**config.mk**
```make
export PLATFORM = sky130hd
export DESIGN_NAME = spdif_rx_front
export DESIGN_NICKNAME = d
export VERILOG_FILES = /design/src/rtl/spdif_rx_pkg.sv /design/src/rtl/spdif_edge_meter.sv /design/src/rtl/spdif_rate_est.sv /design/src/rtl/spdif_frame_dec.sv /design/src/rtl/spdif_rx_front.sv
export SDC_FILE = /design/constraint.sdc
export NUM_CORES = 1
export LEC_CHECK = 0
export ABC_CLOCK_PERIOD_IN_PS = 5440
export BUFFER_PORTS_ARGS = -buffer_cell sky130_fd_sc_hd__clkbuf_2
export CAP_MARGIN = 15
export CORE_ASPECT_RATIO = 0.8
export CORE_MARGIN = 1.5
export CORE_UTILIZATION = 55
export CTS_CLUSTER_DIAMETER = 80
export DETAILED_ROUTE_END_ITERATION = 8
export PLACE_DENSITY = 0.76
export SYNTH_ARGS = -nofsm -noshare
export SYNTH_HDL_FRONTEND = slang
export SYNTH_SLANG_ARGS = --single-unit
```
**constraint.sdc**
```tcl
create_clock -name clk -period 5.44 [get_ports clk]
set_input_delay 0.816 -clock clk [delete_from_list [all_inputs] [get_ports clk]]
set_output_delay 0.816 -clock clk [all_outputs]
set_load 0.02 [all_outputs]
```
**src/rtl/spdif_rx_pkg.sv**
```systemverilog
`timescale 1ns/1ps
package spdif_rx_pkg;

  localparam int AUDIO_W   = 24;
  localparam int PAYLOAD_W = 28;

  typedef enum logic [1:0] {PW_SHORT, PW_LONG, PW_TRIPLE, PW_BAD} pw_e;

  // pulse width w against cell estimate c, decisions at 1.5 / 2.5 / 3.5 cells
  function automatic pw_e classify_pulse(input logic [15:0] w, input logic [15:0] c);
    logic [18:0] w2, c1;
    w2 = {2'b00, w, 1'b0};
    c1 = {3'b000, c};
    if (w2 < c1 * 19'd3)      return PW_SHORT;
    else if (w2 < c1 * 19'd5) return PW_LONG;
    else if (w2 < c1 * 19'd7) return PW_TRIPLE;
    else                      return PW_BAD;
  endfunction

  function automatic logic [2:0] pw_cells(input pw_e p);
    case (p)
      PW_SHORT:  return 3'd1;
      PW_LONG:   return 3'd2;
      PW_TRIPLE: return 3'd3;
      default:   return 3'd0;
    endcase
  endfunction

  // true when a run has outlasted 3.5 cells
  function automatic logic beyond_window(input logic [15:0] w, input logic [15:0] c);
    return ({2'b00, w, 1'b0} > {3'b000, c} * 19'd7);
  endfunction

endpackage

```
**src/rtl/spdif_edge_meter.sv**
```systemverilog
`timescale 1ns/1ps
module spdif_edge_meter #(
  parameter int CW = 8
) (
  input  logic          clk,
  input  logic          rst_n,
  input  logic          sdin,
  output logic          edge_o,
  output logic [CW-1:0] pulse_w,
  output logic [CW-1:0] run_cnt
);
  localparam logic [CW-1:0] MAXW = {CW{1'b1}};

  logic          prev;
  logic [CW-1:0] cnt;

  assign edge_o  = sdin ^ prev;
  assign pulse_w = cnt;
  assign run_cnt = cnt;

  always_ff @(posedge clk) begin
    if (!rst_n) begin
      prev <= 1'b0;
      cnt  <= MAXW;
    end else begin
      prev <= sdin;
      if (edge_o)           cnt <= {{(CW-1){1'b0}}, 1'b1};
      else if (cnt != MAXW) cnt <= cnt + 1'b1;
    end
  end

  assert_count_restarts_R3: assert property (@(posedge clk) disable iff (!rst_n)
    edge_o |=> (run_cnt == {{(CW-1){1'b0}}, 1'b1}));

endmodule

```
**src/rtl/spdif_rate_est.sv**
```systemverilog
`timescale 1ns/1ps
module spdif_rate_est
  import spdif_rx_pkg::*;
#(
  parameter int CW        = 8,
  parameter int EST_EDGES = 64
) (
  input  logic          clk,
  input  logic          rst_n,
  input  logic          edge_i,
  input  logic [CW-1:0] pulse_w,
  input  logic [CW-1:0] run_cnt,
  output logic          locked,
  output logic [CW-1:0] cell_w,
  output logic          timeout_o
);
  localparam int NW = $clog2(EST_EDGES + 1);
  localparam logic [CW-1:0] MAXW = {CW{1'b1}};
  localparam logic [NW-1:0] LAST = NW'(EST_EDGES - 1);

  logic [NW-1:0] n_edges;

  assign timeout_o = locked && beyond_window(16'(run_cnt), 16'(cell_w));

  always_ff @(posedge clk) begin
    if (!rst_n) begin
      locked  <= 1'b0;
      cell_w  <= MAXW;
      n_edges <= '0;
    end else if (!locked) begin
      if (edge_i && pulse_w != MAXW) begin
        if (pulse_w < cell_w) cell_w <= pulse_w;
        if (n_edges == LAST) locked <= 1'b1;
        n_edges <= n_edges + 1'b1;
      end
    end else if (timeout_o) begin
      locked  <= 1'b0;
      cell_w  <= MAXW;
      n_edges <= '0;
    end
  end

  assert_cell_stable_R2: assert property (@(posedge clk) disable iff (!rst_n)
    (locked && $past(locked)) |-> $stable(cell_w));
  assert_lock_needs_pulse_R2: assert property (@(posedge clk) disable iff (!rst_n)
    $rose(locked) |-> (cell_w != MAXW));
  assert_loss_unlocks_R10: assert property (@(posedge clk) disable iff (!rst_n)
    timeout_o |=> !locked);

endmodule

```
**src/rtl/spdif_frame_dec.sv**
```systemverilog
`timescale 1ns/1ps
module spdif_frame_dec
  import spdif_rx_pkg::*;
(
  input  logic               clk,
  input  logic               rst_n,
  input  logic               lock_i,
  input  logic               edge_i,
  input  pw_e                cls_i,
  output logic               smp_stb,
  output logic [AUDIO_W-1:0] smp_word,
  output logic               smp_right,
  output logic               smp_blk,
  output logic               smp_valid,
  output logic               smp_user,
  output logic               smp_cstat,
  output logic               smp_parity,
  output logic               smp_perr
);
  typedef enum logic [1:0] {S_HUNT, S_PRE, S_DATA} st_e;

  st_e                  st;
  logic [3:0]           acc, nacc;
  logic [1:0]           pidx;
  logic                 k_right, k_blk, half;
  logic [4:0]           nbits;
  logic [PAYLOAD_W-1:0] sh, nsh;
  logic [2:0]           len;
  logic                 bit_done, bit_val, bit_bad;

  always_comb begin
    len      = pw_cells(cls_i);
    nacc     = acc + {1'b0, len};
    bit_done = 1'b0;
    bit_val  = 1'b0;
    bit_bad  = 1'b0;
    case (cls_i)
      PW_SHORT: if (half) begin bit_done = 1'b1; bit_val = 1'b1; end
      PW_LONG:  if (half) bit_bad = 1'b1; else bit_done = 1'b1;
      default:  bit_bad = 1'b1;
    endcase
    nsh = {bit_val, sh[PAYLOAD_W-1:1]};
  end

  always_ff @(posedge clk) begin
    if (!rst_n) begin
      st <= S_HUNT; acc <= '0; pidx <= '0; k_right <= 1'b0; k_blk <= 1'b0;
      half <= 1'b0; nbits <= '0; sh <= '0;
      smp_stb <= 1'b0; smp_word <= '0; smp_right <= 1'b0; smp_blk <= 1'b0;
      smp_valid <= 1'b0; smp_user <= 1'b0; smp_cstat <= 1'b0;
      smp_parity <= 1'b0; smp_perr <= 1'b0;
    end else begin
      smp_stb <= 1'b0;
      if (!lock_i) begin
        st <= S_HUNT;
      end else if (edge_i) begin
        if (cls_i == PW_TRIPLE && st != S_PRE) begin
          st <= S_PRE; acc <= 4'd3; pidx <= 2'd1;
        end else begin
          case (st)
            S_PRE: begin
              if (len == 3'd0 || nacc > 4'd8) begin
                st <= S_HUNT;
              end else begin
                if (pidx == 2'd1) begin
                  k_blk   <= (len == 3'd1);
                  k_right <= (len == 3'd2);
                end
                if (nacc == 4'd8) begin
                  st <= S_DATA; nbits <= '0; half <= 1'b0;
                end else begin
                  acc <= nacc; pidx <= pidx + 1'b1;
                end
              end
            end
            S_DATA: begin
              if (bit_bad) begin
                st <= S_HUNT;
              end else if (bit_done) begin
                sh   <= nsh;
                half <= 1'b0;
                if (nbits == 5'(PAYLOAD_W - 1)) begin
                  smp_stb    <= 1'b1;
                  smp_word   <= nsh[AUDIO_W-1:0];
                  smp_valid  <= nsh[24];
                  smp_user   <= nsh[25];
                  smp_cstat  <= nsh[26];
                  smp_parity <= nsh[27];
                  smp_perr   <= ^nsh;
                  smp_right  <= k_right;
                  smp_blk    <= k_blk;
                  st         <= S_HUNT;
                end else begin
                  nbits <= nbits + 1'b1;
                end
              end else begin
                half <= 1'b1;
              end
            end
            default: ;
          endcase
        end
      end
    end
  end

  assert_stb_needs_lock_R9: assert property (@(posedge clk) disable iff (!rst_n)
    smp_stb |-> $past(lock_i));
  assert_stb_single_R9: assert property (@(posedge clk) disable iff (!rst_n)
    smp_stb |=> !smp_stb);
  assert_one_side_R4: assert property (@(posedge clk) disable iff (!rst_n)
    smp_stb |-> !(smp_right && smp_blk));
  assert_slot_bound_R6: assert property (@(posedge clk) disable iff (!rst_n)
    nbits < 5'(PAYLOAD_W));

endmodule

```
**src/rtl/spdif_rx_front.sv**
```systemverilog
`timescale 1ns/1ps
module spdif_rx_front
  import spdif_rx_pkg::*;
#(
  parameter int CW        = 8,
  parameter int EST_EDGES = 64
) (
  input  logic        clk,
  input  logic        rst_n,
  input  logic        sdin,
  output logic        locked,
  output logic        smp_stb,
  output logic [23:0] smp_word,
  output logic        smp_right,
  output logic        smp_blk,
  output logic        smp_valid,
  output logic        smp_user,
  output logic        smp_cstat,
  output logic        smp_parity,
  output logic        smp_perr
);
  logic          edge_w, timeout_w;
  logic [CW-1:0] pulse_w, run_cnt, cell_w;
  pw_e           cls_w;

  spdif_edge_meter #(.CW(CW)) u_meter (
    .clk(clk), .rst_n(rst_n), .sdin(sdin),
    .edge_o(edge_w), .pulse_w(pulse_w), .run_cnt(run_cnt));

  spdif_rate_est #(.CW(CW), .EST_EDGES(EST_EDGES)) u_rate (
    .clk(clk), .rst_n(rst_n), .edge_i(edge_w), .pulse_w(pulse_w),
    .run_cnt(run_cnt), .locked(locked), .cell_w(cell_w), .timeout_o(timeout_w));

  assign cls_w = classify_pulse(16'(pulse_w), 16'(cell_w));

  spdif_frame_dec u_dec (
    .clk(clk), .rst_n(rst_n), .lock_i(locked), .edge_i(edge_w), .cls_i(cls_w),
    .smp_stb(smp_stb), .smp_word(smp_word), .smp_right(smp_right),
    .smp_blk(smp_blk), .smp_valid(smp_valid), .smp_user(smp_user),
    .smp_cstat(smp_cstat), .smp_parity(smp_parity), .smp_perr(smp_perr));

  assert_silence_no_strobe_R10: assert property (@(posedge clk) disable iff (!rst_n)
    timeout_w |=> !smp_stb);

endmodule

```
==> results of run 1 <==
## layer usage
metal	share of wire	vias up	global-route usage
met3	0.054	22	0.0552
met5	0	-	0
li1	-	2556	-
met2	0.47	135	0.385
met4	0.014	0	0.0606
met1	0.46	2589	0.353
## logic make-up after synthesis
kind of cell	Yosys count
AND/OR/NAND/NOR	234
AO/OA/AOI/OAI	168
adder cells (fa/ha/maj)	83
multiplexers	6
XOR/XNOR	57
buffers and inverters	65
flip-flops	100
## cells in the final DEF, fill, tap and decap left out, types with 4 or more instances in the layout
| master | n |
|---|---|
| o31ai_1 | 4 |
| xor2_1 | 18 |
| clkbuf_2 | 35 |
| dfxtp_1 | 96 |
| a21o_1 | 18 |
| buf_4 | 25 |
| nor2_1 | 15 |
| nand3_2 | 4 |
| xnor2_1 | 35 |
| nand3_1 | 17 |
| xor2_2 | 4 |
| nor2b_1 | 7 |
| o32a_2 | 7 |
| o21ai_0 | 19 |
| nand2b_1 | 9 |
| a21oi_2 | 4 |
| fa_1 | 9 |
| nand4_1 | 11 |
| ha_1 | 68 |
| inv_1 | 35 |
| and3_1 | 6 |
| nand2_1 | 130 |
| nor3_1 | 9 |
| clkbuf_16 | 9 |
| mux2i_1 | 5 |
| a21oi_1 | 79 |
## worst min-delay path: stages (launching register included)
cell     delay [ns]
dfxtp_1        0.31
nand2_1        0.05
a21oi_1        0.05
## cell type report
cell class,count,area [um^2],share of cell area
Inverter,38,143,0.0201
Clock inverter,7,114,0.0161
Multi-Input combinational cell,548,4010,0.566
Sequential cell,100,2010,0.284
Timing Repair Buffer,63,405,0.0572
Clock buffer,9,225,0.0318
Tap cell,144,180,0.0254
## cells in the mapped netlist, types with 3 or more instances
master	n
nand2_1	131
dfxtp_1	100
a21oi_1	82
ha_1	72
inv_1	37
xnor2_1	35
o21ai_0	23
nand3_1	21
xor2_1	21
a21o_1	18
nor2_1	16
clkbuf_1	14
fa_1	11
nand4_1	11
nand2b_1	9
nor3_1	9
buf_2	8
nor2b_1	8
o32a_2	7
and3_1	6
mux2i_1	5
o21bai_1	4
o31ai_1	4
a211oi_1	3
a221oi_1	3
a31oi_1	3
buf_4	3
o21a_1	3
o22ai_1	3
## metrics by stage
step | power [uW] | util | instance area, um^2 | hold WS, ns
6_report | 2410 | 0.653 | 7080 | 0.454
3_5_place_dp | 1600 | 0.596 | 6470 | 0.447
3_3_place_gp | 1550 | 0.596 | 6470 | 0.445
4_1_cts | 2320 | 0.630 | 6840 | 0.457
2_1_floorplan | 1410 | - | 6140 | 0.431
5_1_grt | 2570 | 0.653 | 7080 | 0.474
## worst min-delay path by stage
stage	slack [ns]	cells after the start	start	endpoint
CTS	0.46	2	u_dec.smp_word[5]$_SDFFE_PN0P_	u_dec.smp_word[5]$_SDFFE_PN0P_
floorplan	0.43	2	u_dec.k_right$_SDFFE_PN0P_	u_dec.smp_right$_SDFFE_PN0P_
global placement	0.45	2	u_dec.smp_right$_SDFFE_PN0P_	u_dec.smp_right$_SDFFE_PN0P_
global route	0.47	2	u_dec.smp_parity$_SDFFE_PN0P_	u_dec.smp_parity$_SDFFE_PN0P_
detailed placement	0.45	2	u_dec.smp_word[9]$_SDFFE_PN0P_	u_dec.smp_word[9]$_SDFFE_PN0P_
finish	0.45	2	u_dec.smp_word[5]$_SDFFE_PN0P_	u_dec.smp_word[5]$_SDFFE_PN0P_
## sequential cells by signal, indices dropped and copies added (netlist names), 2 cells and up
name and count:
u_rate.n_edges 7, u_rate.cell_w 8, u_meter.pulse_w 8, u_dec.smp_word 24, u_dec.sh 27, u_dec.pidx 2, u_dec.acc 4, u_dec.nbits 5
u_dec.st 2
## power by group
group	internal, uW	switching (uW)	leakage [uW]	total, uW
Sequential	750	42.1	0.000808	792
Combinational	421	479	0.00186	900
Clock	415	300	0.000166	716
Total	1590	821	0.00283	2410
## what timing repair did
action                     4_1_cts  5_1_grt
buffers inserted                 2       11
setup endpoints to repair       10       74
hold endpoints to repair         0        0
gates resized for setup          4       36
pin swaps                        5       28
==> metrics, run 1 <==
die area 0.0118 mm^2; Synth Area in Adders 0.183; worst vdd ir 0.000187 V; slew margin rel. 0.521; mux contribution to synthesized area 0.00999; minimum clock period 5.41 ns; power per cell area 340 mW/mm^2; status complete, no violations; Worst path max stage delay 0.54 ns; Total GRT Usage 0.249; WL final 14700 um; Crit. Startpoint u_rate.cell_w[1]$_SDFFE_PN1P_; vias in the first global route 5003; via-per-instance ratio 5.83; Worst EP required 5.68 ns; Syn. warnings 0; synthesis-stage register bit count 100; diode count 0; asr flop ratio synth 0; P_leak 0.00283 uW; final std cells w/o fill 909; Worst R2R Start u_rate.cell_w[1]$_SDFFE_PN1P_; CTS tree yes; dpl ws -0.130 ns; Post-Synth Simple-Gate Area 0.182; largest cells by area after synthesis dfxtp_1, ha_1, nand2_1; startpoint types register; Syn Nets 799; grt ovf 0; Post-Syn Area per Cell 8.61 um^2; Root Buffer clkbuf_16; Critical Path Sink Type register; fin worst setup slack 0.0330 ns; Compound-Gate Fraction of Synth Area 0.172; CTS buffer count 9; number of remaining DRC errors 0; fraction of layout cells with a size suffix above 1 0.179; Final nets 846; unrepaired setup endpoints after global routing true; WP depth 28; reg-to-reg setup timing slack 0.03 ns; post-DP HPWL 10100 um; EDFF count, synth 0; # rows 34; First DRT Iteration DRCs 289; initial core utilization 0.566; Worst Max-Slew Pin Slew 0.717 ns; clk_skew 0.00732 ns; post-synth top area share 0.326; Crit path arrival time 5.65 ns; first-pass GRT wire length 23700 um; Slew Limit Fails 0; area leader, netlist dfxtp_1; Buffers & Inverters on Critical Path 4; post-synthesis xor/xnor area fraction 0.0826; largest net degree at the start of global routing 74; Pre-antenna DRT Iters 4; clock tree buffer depth 2; end of the worst register-to-register path u_dec.nbits[4]$_SDFFE_PN0P_; number of clock sinks 100; Area growth syn-to-layout 15.4%; Worst Reg2Reg Path Length in Cells 28; largest family of logic cells by synthesized area adder cells; final hold violation count 0; Worst Hold Class reg2reg; DP Cell Count 879; WL per Instance 16.2 um; crit path max fanout 7; family with the most delay on the worst path adder cells; Top Ports 36; Post-Syn Instances 713; fin crit share 0.994; sequential area share after synthesis 0.326; Unique masters post-synth 63; Detail Route Antenna Nets 0; routability cong. 0.985; slowest cell on the critical path fa_1; Mapped Area 0.00614 mm^2; Max Freq 0.185 GHz; dominant synthesized flop cell dfxtp_1; worst-skew pair later-pin latency 0.35 ns; # port buffers 35; Die Span Y 97.5 um; Critical path destination u_dec.nbits[4]$_SDFFE_PN0P_; initial antenna violation count 0; TNS Setup 0 ns; cts hold-fix bufs 0; critical path class reg2reg; clk slew on worst S/H paths 0.07 ns; CTS HTree Levels 3; # setup viols final 0; maxcap violations 0; via count 5302; fillers 903; core area 0.0108 mm^2; Die W 121 um
Power figures use the tool's default switching activity.
==> inputs of run 2 (changes only) <==
--- a/config.mk
+++ b/config.mk
@@ -6,14 +6,14 @@
 export NUM_CORES = 1
 export LEC_CHECK = 0
 export ABC_CLOCK_PERIOD_IN_PS = 5440
-export BUFFER_PORTS_ARGS = -buffer_cell sky130_fd_sc_hd__clkbuf_2
 export CAP_MARGIN = 15
 export CORE_ASPECT_RATIO = 0.8
 export CORE_MARGIN = 1.5
 export CORE_UTILIZATION = 55
 export CTS_CLUSTER_DIAMETER = 80
 export DETAILED_ROUTE_END_ITERATION = 8
-export PLACE_DENSITY = 0.76
+export DONT_BUFFER_PORTS = 1
+export PLACE_DENSITY = 0.73
 export SYNTH_ARGS = -nofsm -noshare
 export SYNTH_HDL_FRONTEND = slang
 export SYNTH_SLANG_ARGS = --single-unit
==> metrics, run 2 (same netlist as run 1, synthesis figures left out) <==
status complete, no violations; Crit. Startpoint u_rate.cell_w[1]$_SDFFE_PN1P_; Sequential Power Share 0.344 (+0.015); number of clock sinks 100 (unchanged); final std cells w/o fill 870 (-4.3%); cell mode on critical path xor2_1; Worst Max-Slew Pin Slew 0.712 ns (-0.00430 ns); Die Span Y 97.5 um (unchanged); initial core utilization 0.566 (unchanged); Worst R2R Start u_rate.cell_w[1]$_SDFFE_PN1P_; Die W 121 um (unchanged); number of remaining DRC errors 0 (unchanged); commonest non-fill, non-tap cell in the layout nand2_1; Root Buffer clkbuf_16; Worst EP required 5.69 ns (about the same); First DRT Iteration DRCs 273 (-5.5%); clk slew on worst S/H paths 0.08 ns (about the same); initial antenna violation count 0 (unchanged); cts hold-fix bufs 0 (unchanged); Worst Hold Class reg2reg; clock power share 0.286 (-0.011); CTS tree yes; Largest regs u_dec.sh: 27 flops, u_dec.smp_word: 24 flops; unrepaired setup endpoints after global routing true; Crit path arrival time 5.56 ns (-0.09 ns); slew margin rel. 0.525 (+0.00428); commonest non-fill, non-tap cells in the layout nand2_1, dfxtp_1, a21oi_1; # rows 34 (unchanged); critical path class reg2reg; Overall Power 2300 uW (-4.5%); diode count 0 (unchanged); die area 0.0118 mm^2 (unchanged); via-per-instance ratio 5.76 (-1.3%); Max Freq 0.188 GHz (+1.8%); # port buffers 0 (-100%); Slew Limit Fails 0 (unchanged); P_leak 0.00265 uW (-6.5%); clock tree buffer depth 2 (unchanged); WL per Instance 15.8 um (-2.1%); # setup viols final 0 (unchanged); final core occ 0.628 (-0.0251); crit path max fanout 8 (+1); first-pass GRT wire length 23000 um (-3.1%); startpoint types register; fillers 905 (+0.22%); Pre-antenna DRT Iters 5 (+1); routability cong. 0.874 (-11%); worst-skew pair later-pin latency 0.36 ns (about the same); worst vdd ir 0.000230 V (+23%); power per cell area 338 mW/mm^2 (-0.68%); minimum clock period 5.31 ns (-0.0954 ns); switching portion of total power 0.355 (+0.0141); fraction of layout cells with a size suffix above 1 0.127 (-0.0524); via count 5008 (-5.5%); post-DP HPWL 9820 um (-2.4%); hold path startpoint u_dec.k_blk$_SDFFE_PN0P_; DP Cell Count 845 (-3.9%); largest net degree at the start of global routing 74 (unchanged); Final nets 807 (-4.6%); Area growth syn-to-layout 11.0%; CTS HTree Levels 3 (unchanged); fin crit share 0.976 (-0.0175); grt ovf 0 (unchanged); Detail Route Antenna Nets 0 (unchanged); vias in the first global route 4803 (-4.0%); core area 0.0108 mm^2 (unchanged); Biggest register u_dec.sh; max reg flops 27 (unchanged); CTS buffer count 9 (unchanged); Critical Path Sink Type register; Switching Power 817 uW (-0.57%); Total GRT Usage 0.244 (-0.00493); Gate power share 0.369 (-0.005); WL final 13800 um (-6.3%); Worst path max stage delay 0.51 ns (-0.03 ns); Top Ports 36 (unchanged); final hold violation count 0 (unchanged); Internal 1480 uW (-6.5%); maxcap violations 0 (unchanged); clk_skew 0.0101 ns (+0.00277 ns); slowest cell on the critical path fa_1
run 2: routing by layer:
metal	vias to the layer above	wire (um)	global-route usage
met4	0	191	0.0643
met1	2400	6600	0.345
met3	16	762	0.0640
met5	-	0	0
met2	106	6230	0.368
li1	2486	-	-
run 2: area by class of cell:
| class | count | area, um^2 | area share |
|---|---|---|---|
| Multi-Input combinational cell | 548 | 3980 | 0.585 |
| Sequential cell | 100 | 2010 | 0.295 |
| Clock buffer | 9 | 225 | 0.0331 |
| Timing Repair Buffer | 24 | 180 | 0.0265 |
| Tap cell | 144 | 180 | 0.0265 |
| Inverter | 38 | 143 | 0.0209 |
| Clock inverter | 7 | 86.3 | 0.0127 |
run 2: final timing paths:
kind	cells past startpoint	slack, ns	endpoint
max	27	0.13	u_dec.nbits[2]$_SDFFE_PN0P_
min	2	0.47	u_dec.smp_blk$_SDFFE_PN0P_
max reg2reg	27	0.13	u_dec.nbits[2]$_SDFFE_PN0P_
min reg2reg	2	0.47	u_dec.smp_blk$_SDFFE_PN0P_
run 2: repair_timing:
| action | CTS | global route |
|---|---|---|
| cloned | 0 | 0 |
| setup buffers | 3 | 6 |
| pin swaps | 5 | 16 |
| setup endpoints to repair | 14 | 73 |
| gates resized for setup | 3 | 31 |
run 2: critical path: cells and delay by family, from the launching register on:
family                     cells  cell delay [ns]
AOI/OAI and AO/OA              9             1.36
xor gates and xnor gates       3             0.49
adders and majority gates      6             2.01
buffers and inverters          3             0.26
DFF                            1             0.38
and+or+nand+nor                6             0.70
run 2: per-stage QoR:
| stage | instance area [um^2] | setup WS [ns] | hold slack, ns | setup TNS [ns] |
|---|---|---|---|---|
| finish | 6810 | 0.128 | 0.472 | 0 |
| global route | 6810 | -0.0707 | 0.495 | -0.453 |
| CTS | 6640 | 0.0357 | 0.470 | 0 |
| detailed placement | 6300 | -0.158 | 0.463 | -0.882 |
| global placement | 6300 | 0.0971 | 0.452 | 0 |
| floorplan | 6140 | 0.211 | 0.431 | 0 |
run 2: power by group through the flow:
stage / combinational, uW / sequential (uW) / clock, uW
finish: 849 / 792 / 658
global route: 962 / 794 / 696
CTS: 797 / 790 / 670
detailed placement: 778 / 806 / 0
global placement: 743 / 805 / 0
floorplan: 611 / 799 / 0
